## config.mk

```make
export PLATFORM = sky130hd
export DESIGN_NAME = repl_select
export DESIGN_NICKNAME = d
export VERILOG_FILES = /design/src/rtl/repl_pkg.sv /design/src/rtl/repl_lfsr.sv /design/src/rtl/repl_rank_tab.sv /design/src/rtl/repl_pick.sv /design/src/rtl/repl_select.sv
export SDC_FILE = /design/constraint.sdc
export NUM_CORES = 1
export LEC_CHECK = 0
export BUFFER_PORTS_ARGS = -buffer_cell sky130_fd_sc_hd__buf_4
export CORE_MARGIN = 2
export CORE_UTILIZATION = 35
export CTS_CLUSTER_SIZE = 16
export DETAILED_ROUTE_END_ITERATION = 6
export HOLD_SLACK_MARGIN = 0.1
export PLACE_DENSITY = 0.48
export SYNTH_ARGS = -nofsm -noshare
export SYNTH_HDL_FRONTEND = slang
export SYNTH_HIERARCHICAL = 1
export SYNTH_SLANG_ARGS = --single-unit
```

## constraint.sdc

```tcl
create_clock -name clk -period 4.6 [get_ports clk]
set_input_delay 0.46 -clock clk [delete_from_list [all_inputs] [get_ports clk]]
set_output_delay 0.46 -clock clk [all_outputs]
set_load 0.01 [all_outputs]
```

## src/rtl/repl_pkg.sv

```systemverilog
package repl_pkg;

    // Replacement rule codes carried on the mode input
    typedef enum logic [1:0] {
        POL_OLDEST = 2'b00,
        POL_NEWEST = 2'b01,
        POL_RAND   = 2'b10,
        POL_SPARE  = 2'b11
    } pol_e;

    // Reporting state of the selector
    typedef enum logic {
        ST_IDLE = 1'b0,
        ST_SHOW = 1'b1
    } st_e;

    localparam int LFSR_W = 16;

endpackage

```

## src/rtl/repl_lfsr.sv

```systemverilog
module repl_lfsr #(
    parameter int                W    = 16,
    parameter logic [W-1:0]      SEED = 16'hACE1,
    parameter logic [W-1:0]      TAPS = 16'hB400
) (
    input  logic         clk,
    input  logic         rst_n,
    output logic [W-1:0] q
);

    logic [W-1:0] q_d;

    // Galois form: shift right, fold the taps in when a one drops out
    always_comb begin
        q_d = q >> 1;
        if (q[0]) begin
            q_d = q_d ^ TAPS;
        end
    end

    always_ff @(posedge clk or negedge rst_n) begin
        if (!rst_n) begin
            q <= SEED;
        end else begin
            q <= q_d;
        end
    end

    // a maximal sequence never reaches the all-zero lock-up state
    p_lfsr_nonzero_r3: assert property (@(posedge clk) disable iff (!rst_n)
        q != '0);

    // the generator moves on every cycle
    p_lfsr_steps_r3: assert property (@(posedge clk) disable iff (!rst_n)
        1'b1 |=> q != $past(q));

endmodule

```

## src/rtl/repl_rank_tab.sv

```systemverilog
module repl_rank_tab #(
    parameter int SETS  = 8,
    parameter int WAYS  = 4,
    parameter int SET_W = 3,
    parameter int WAY_W = 2
) (
    input  logic                        clk,
    input  logic                        rst_n,
    input  logic                        upd_en,
    input  logic [SET_W-1:0]            upd_set,
    input  logic [WAY_W-1:0]            upd_way,
    output logic [WAYS-1:0][WAY_W-1:0]  rd_rank
);

    // rank 0 = newest, rank WAYS-1 = oldest; each row is a permutation
    logic [WAYS-1:0][WAY_W-1:0] rank_q [SETS];
    logic [WAYS-1:0][WAY_W-1:0] row_d;
    logic [WAY_W-1:0]           tgt_rank;

    assign rd_rank  = rank_q[upd_set];
    assign tgt_rank = rd_rank[upd_way];

    // Ways newer than the touched one age by one; the touched one becomes newest
    always_comb begin
        for (int w = 0; w < WAYS; w++) begin
            if (WAY_W'(w) == upd_way) begin
                row_d[w] = '0;
            end else if (rd_rank[w] < tgt_rank) begin
                row_d[w] = rd_rank[w] + WAY_W'(1);
            end else begin
                row_d[w] = rd_rank[w];
            end
        end
    end

    always_ff @(posedge clk or negedge rst_n) begin
        if (!rst_n) begin
            for (int s = 0; s < SETS; s++) begin
                for (int w = 0; w < WAYS; w++) begin
                    rank_q[s][w] <= WAY_W'(WAYS - 1 - w);
                end
            end
        end else if (upd_en) begin
            rank_q[upd_set] <= row_d;
        end
    end

    // the touched way is the newest of its set right after the update
    p_touch_newest_r5: assert property (@(posedge clk) disable iff (!rst_n)
        upd_en |=> rank_q[$past(upd_set)][$past(upd_way)] == '0);

endmodule

```

## src/rtl/repl_pick.sv

```systemverilog
module repl_pick
    import repl_pkg::*;
#(
    parameter int WAYS  = 4,
    parameter int WAY_W = 2
) (
    input  pol_e                        mode,
    input  logic [WAYS-1:0]             valid,
    input  logic [WAYS-1:0][WAY_W-1:0]  rank,
    input  logic [WAY_W-1:0]            rnd,
    output logic [WAY_W-1:0]            victim
);

    generate
        if (WAYS == 1) begin : g_single
            logic unused_in;
            assign unused_in = ^{mode, valid, rank, rnd};
            assign victim    = '0;
        end else begin : g_multi
            logic [WAY_W-1:0] old_w;
            logic [WAY_W-1:0] new_w;

            always_comb begin
                old_w = '0;
                new_w = '0;
                for (int w = 0; w < WAYS; w++) begin
                    if (rank[w] == WAY_W'(WAYS - 1)) old_w = WAY_W'(w);
                    if (rank[w] == '0)               new_w = WAY_W'(w);
                end

                unique case (mode)
                    POL_NEWEST: victim = new_w;
                    POL_RAND:   victim = rnd;
                    default:    victim = old_w;
                endcase

                // Invalid ways override the rule; descending scan leaves the lowest
                for (int w = WAYS - 1; w >= 0; w--) begin
                    if (!valid[w]) victim = WAY_W'(w);
                end
            end
        end
    endgenerate

endmodule

```

## src/rtl/repl_select.sv

```systemverilog
module repl_select
    import repl_pkg::*;
#(
    parameter  int SETS  = 8,
    parameter  int WAYS  = 4,
    localparam int SET_W = (SETS > 1) ? $clog2(SETS) : 1,
    localparam int WAY_W = (WAYS > 1) ? $clog2(WAYS) : 1
) (
    input  logic             clk,
    input  logic             rst_n,
    input  logic [1:0]       mode,
    input  logic [SET_W-1:0] acc_set,
    input  logic             hit,
    input  logic [WAY_W-1:0] hit_way,
    input  logic             miss,
    input  logic [WAYS-1:0]  way_valid,
    output logic [WAY_W-1:0] victim_way,
    output logic             victim_vld
);

    st_e                        st_q, st_d;
    logic [LFSR_W-1:0]          lfsr_q;
    logic [WAYS-1:0][WAY_W-1:0] rank_row;
    logic [WAY_W-1:0]           victim_now;
    logic [WAY_W-1:0]           upd_way;
    logic                       upd_en;
    logic                       unused_hi;

    repl_lfsr #(.W(LFSR_W)) u_lfsr (
        .clk   (clk),
        .rst_n (rst_n),
        .q     (lfsr_q)
    );

    assign unused_hi = ^lfsr_q[LFSR_W-1:WAY_W];

    // A miss fills the chosen way, so the miss takes precedence over a hit
    assign upd_en  = miss | hit;
    assign upd_way = miss ? victim_now : hit_way;

    repl_rank_tab #(
        .SETS  (SETS),
        .WAYS  (WAYS),
        .SET_W (SET_W),
        .WAY_W (WAY_W)
    ) u_rank (
        .clk     (clk),
        .rst_n   (rst_n),
        .upd_en  (upd_en),
        .upd_set (acc_set),
        .upd_way (upd_way),
        .rd_rank (rank_row)
    );

    repl_pick #(
        .WAYS  (WAYS),
        .WAY_W (WAY_W)
    ) u_pick (
        .mode   (pol_e'(mode)),
        .valid  (way_valid),
        .rank   (rank_row),
        .rnd    (lfsr_q[WAY_W-1:0]),
        .victim (victim_now)
    );

    // State register
    always_ff @(posedge clk or negedge rst_n) begin
        if (!rst_n) begin
            st_q <= ST_IDLE;
        end else begin
            st_q <= st_d;
        end
    end

    // Next state
    always_comb begin
        unique case (st_q)
            ST_IDLE: st_d = miss ? ST_SHOW : ST_IDLE;
            ST_SHOW: st_d = miss ? ST_SHOW : ST_IDLE;
            default: st_d = ST_IDLE;
        endcase
    end

    // Outputs
    always_ff @(posedge clk or negedge rst_n) begin
        if (!rst_n) begin
            victim_way <= '0;
        end else if (miss) begin
            victim_way <= victim_now;
        end
    end

    assign victim_vld = (st_q == ST_SHOW);

    // a miss is answered in the next cycle
    p_vld_after_miss_r6: assert property (@(posedge clk) disable iff (!rst_n)
        miss |=> victim_vld);

    // no strobe without a miss in the cycle before
    p_vld_only_miss_r6: assert property (@(posedge clk) disable iff (!rst_n)
        !miss |=> !victim_vld);

    // with an invalid way present, the reported victim was invalid
    p_invalid_first_r4: assert property (@(posedge clk) disable iff (!rst_n)
        (miss && (way_valid != '1)) |=>
            ((($past(way_valid) >> victim_way) & WAYS'(1)) == '0));

    generate
        if (WAYS == 1) begin : g_one_chk
            // one candidate only
            p_one_way_r8: assert property (@(posedge clk) disable iff (!rst_n)
                victim_vld |-> victim_way == '0);
        end
    endgenerate

endmodule

```

==> flow_summary.ini <==
[clocking]
ctsHoldBuffers = 1
htreeDepth = 3
cts_root_buffer = clkbuf_8
cts_resized = 0
cts_tree = yes
post-cts-setup-buffer-count = 0
cts.clk_slew.worst_paths_ns = 0.08
cts_max_path_buffers = 2
clkSinkCount = 83
cts_buffers = 9
clk_latency_ns = 0.36

[detailed_routing]
routed_wl_um = 9220
drc = 0
vias = 2790
drt_first_pass_iters = 5
post_drt_wl_per_cell_um = 17.0
drt_iter0_drc = 153
ant_nets = 0
vias_per_cell = 5.15

[cells_and_area]
layout-drive-gt1-share_pct = 25.4
areaGrowthSynthToFinish_pct = 12.2
stdcell_count = 542
nets = 418
antenna_cells = 0

[setup_path]
start_kind = register
reg2reg_from = u_rank/rank_q[36]
startpoint = u_rank/rank_q[36]
path_max_fanout = 8
end_kind = register
cp.required_ns = 4.86
crit_arrival_ns = 4.46
critPathKind = reg2reg

[logic_synthesis]
syn_avg_cell_area_um2 = 10.4
synthesis.nets = 398
syn-cell-area_um2 = 3920
yosys_warnings = 6
synth_cells = 377

[timing]
finClkSkew_ns = 0.00943
maxSlewViolCount = 0
whs_ns = 0.267
rsz0062_at_grt = false
period_share_pct = 91.3
timing.final.crit_period_ns = 4.20
hold_viol = 0
max_freq_mhz = 238
tns_ns = 0
worst_pin_slew_ns = 0.770
finalSetupViolCount = 0
relSlewSlack_pct = 48.5

[grt]
grt_usage_pct = 16.8
grt_util_met2_pct = 25.6
grt-busiest-layer = met2
use_met3_pct = 4.09
overflow = 0
grt_pass1_vias = 2755
antenna_found_initial = 0
grt_max_degree = 50
grt_pass1_wl_um = 14800
use_met1_pct = 23.2

[power]
finalPower_mw = 1.80
vdd_drop_max_v = 0.000150
p_per_area_nw_per_um2 = 409
leakagePower_nw = 1.86

[floorplanning]
ioPinCount = 18
initial_utilization_pct = 36.0
die_w_um = 110
fp.coreArea_um2 = 10900
placementRows = 38
dieArea_um2 = 12100
die_y_um = 110

[place]
gp_congestion = 0.849
dp_cells = 525
place_hpwl_um = 6280
port_buffers = 17

[job]
drv_cap = 0

[min_path]
min_from = miss
hp-class = in2reg

[outcome]
status = finished clean
-- cells in the final DEF (no fill, tap or decap), drive strengths merged, types with 3 or more instances in the layout --
cell,n
a211oi,3
a21oi,5
buf,25
clkbuf,9
clkinv,3
clkinvlp,3
dfrtp,43
dfstp,40
ha,6
inv,13
mux2,10
mux2i,18
mux4,5
nand2,78
nand2b,5
nand3,10
nand4,3
nor2,10
nor2b,4
o21ai,72
o2bb2ai,3
xnor2,3
xor2,4
-- through the flow --
step | area, um2 | utilization (%) | worst slack (ns)
2_1_floorplan | 3920 | - | 0.382
3_3_place_gp | 4210 | 38.7 | 0.247
3_5_place_dp | 4210 | 38.7 | 0.194
4_1_cts | 4400 | 40.4 | 0.424
6_report | 4400 | 40.4 | 0.401
5_1_grt | 4400 | 40.4 | 0.0943
-- per-layer routing --
layer  vias up  wire length [um]  part of all wire (%)
li1       1362                 -                     -
met5         -                 0                     0
met2        52              4200                    46
met3         6               326                   3.5
met1      1370              4590                    50
met4         0               107                   1.2
-- critical path: stages, from the launching register on --
cell and delay (ns):
dfstp_2 0.38, mux4_2 0.48, a222oi_1 0.38, buf_4 0.21
inv_1 0.06, a21boi_2 0.17, nand4_1 0.11, nand3_1 0.09
a21oi_1 0.05, mux2_2 0.31, mux4_2 0.49, ha_1 0.32
or3_1 0.40, xor2_1 0.16, o21ai_1 0.33, o21ai_0 0.18
-- area by class of cell --
class,instances,area (um2)
fillers,1118,6490
inverters,12,45.0
multi-input cells,265,1660
well taps,140,175
clock inverters,7,53.8
flip-flops and latches,83,2130
repair buffers,26,210
clock buffers,9,124
-- path summary, 6_finish.rpt --
path,slack (ns),endpoint,cells after the start
max,0.40,u_rank/rank_q[49],15
min,0.27,victim_vld,1
max reg2reg,0.40,u_rank/rank_q[49],15
min reg2reg,0.36,u_lfsr/q[1],0
max in group asynchronous,3.04,victim_way[0],3
min in group asynchronous,0.59,u_rank/rank_q[5],2
-- power breakdown --
part	switching (mW)	internal (mW)	leakage (nW)	total (mW)
clock network	0.279	0.198	0.0818	0.477
logic	0.221	0.151	0.778	0.371
registers	0.0593	0.888	0.998	0.947
-- sequential cells by signal, indices dropped and copies added (netlist names) --
signal	flops
u_rank/rank_q	64
u_lfsr/q	16
victim_way	2
victim_vld	1
(Power assumes the default switching activity.)
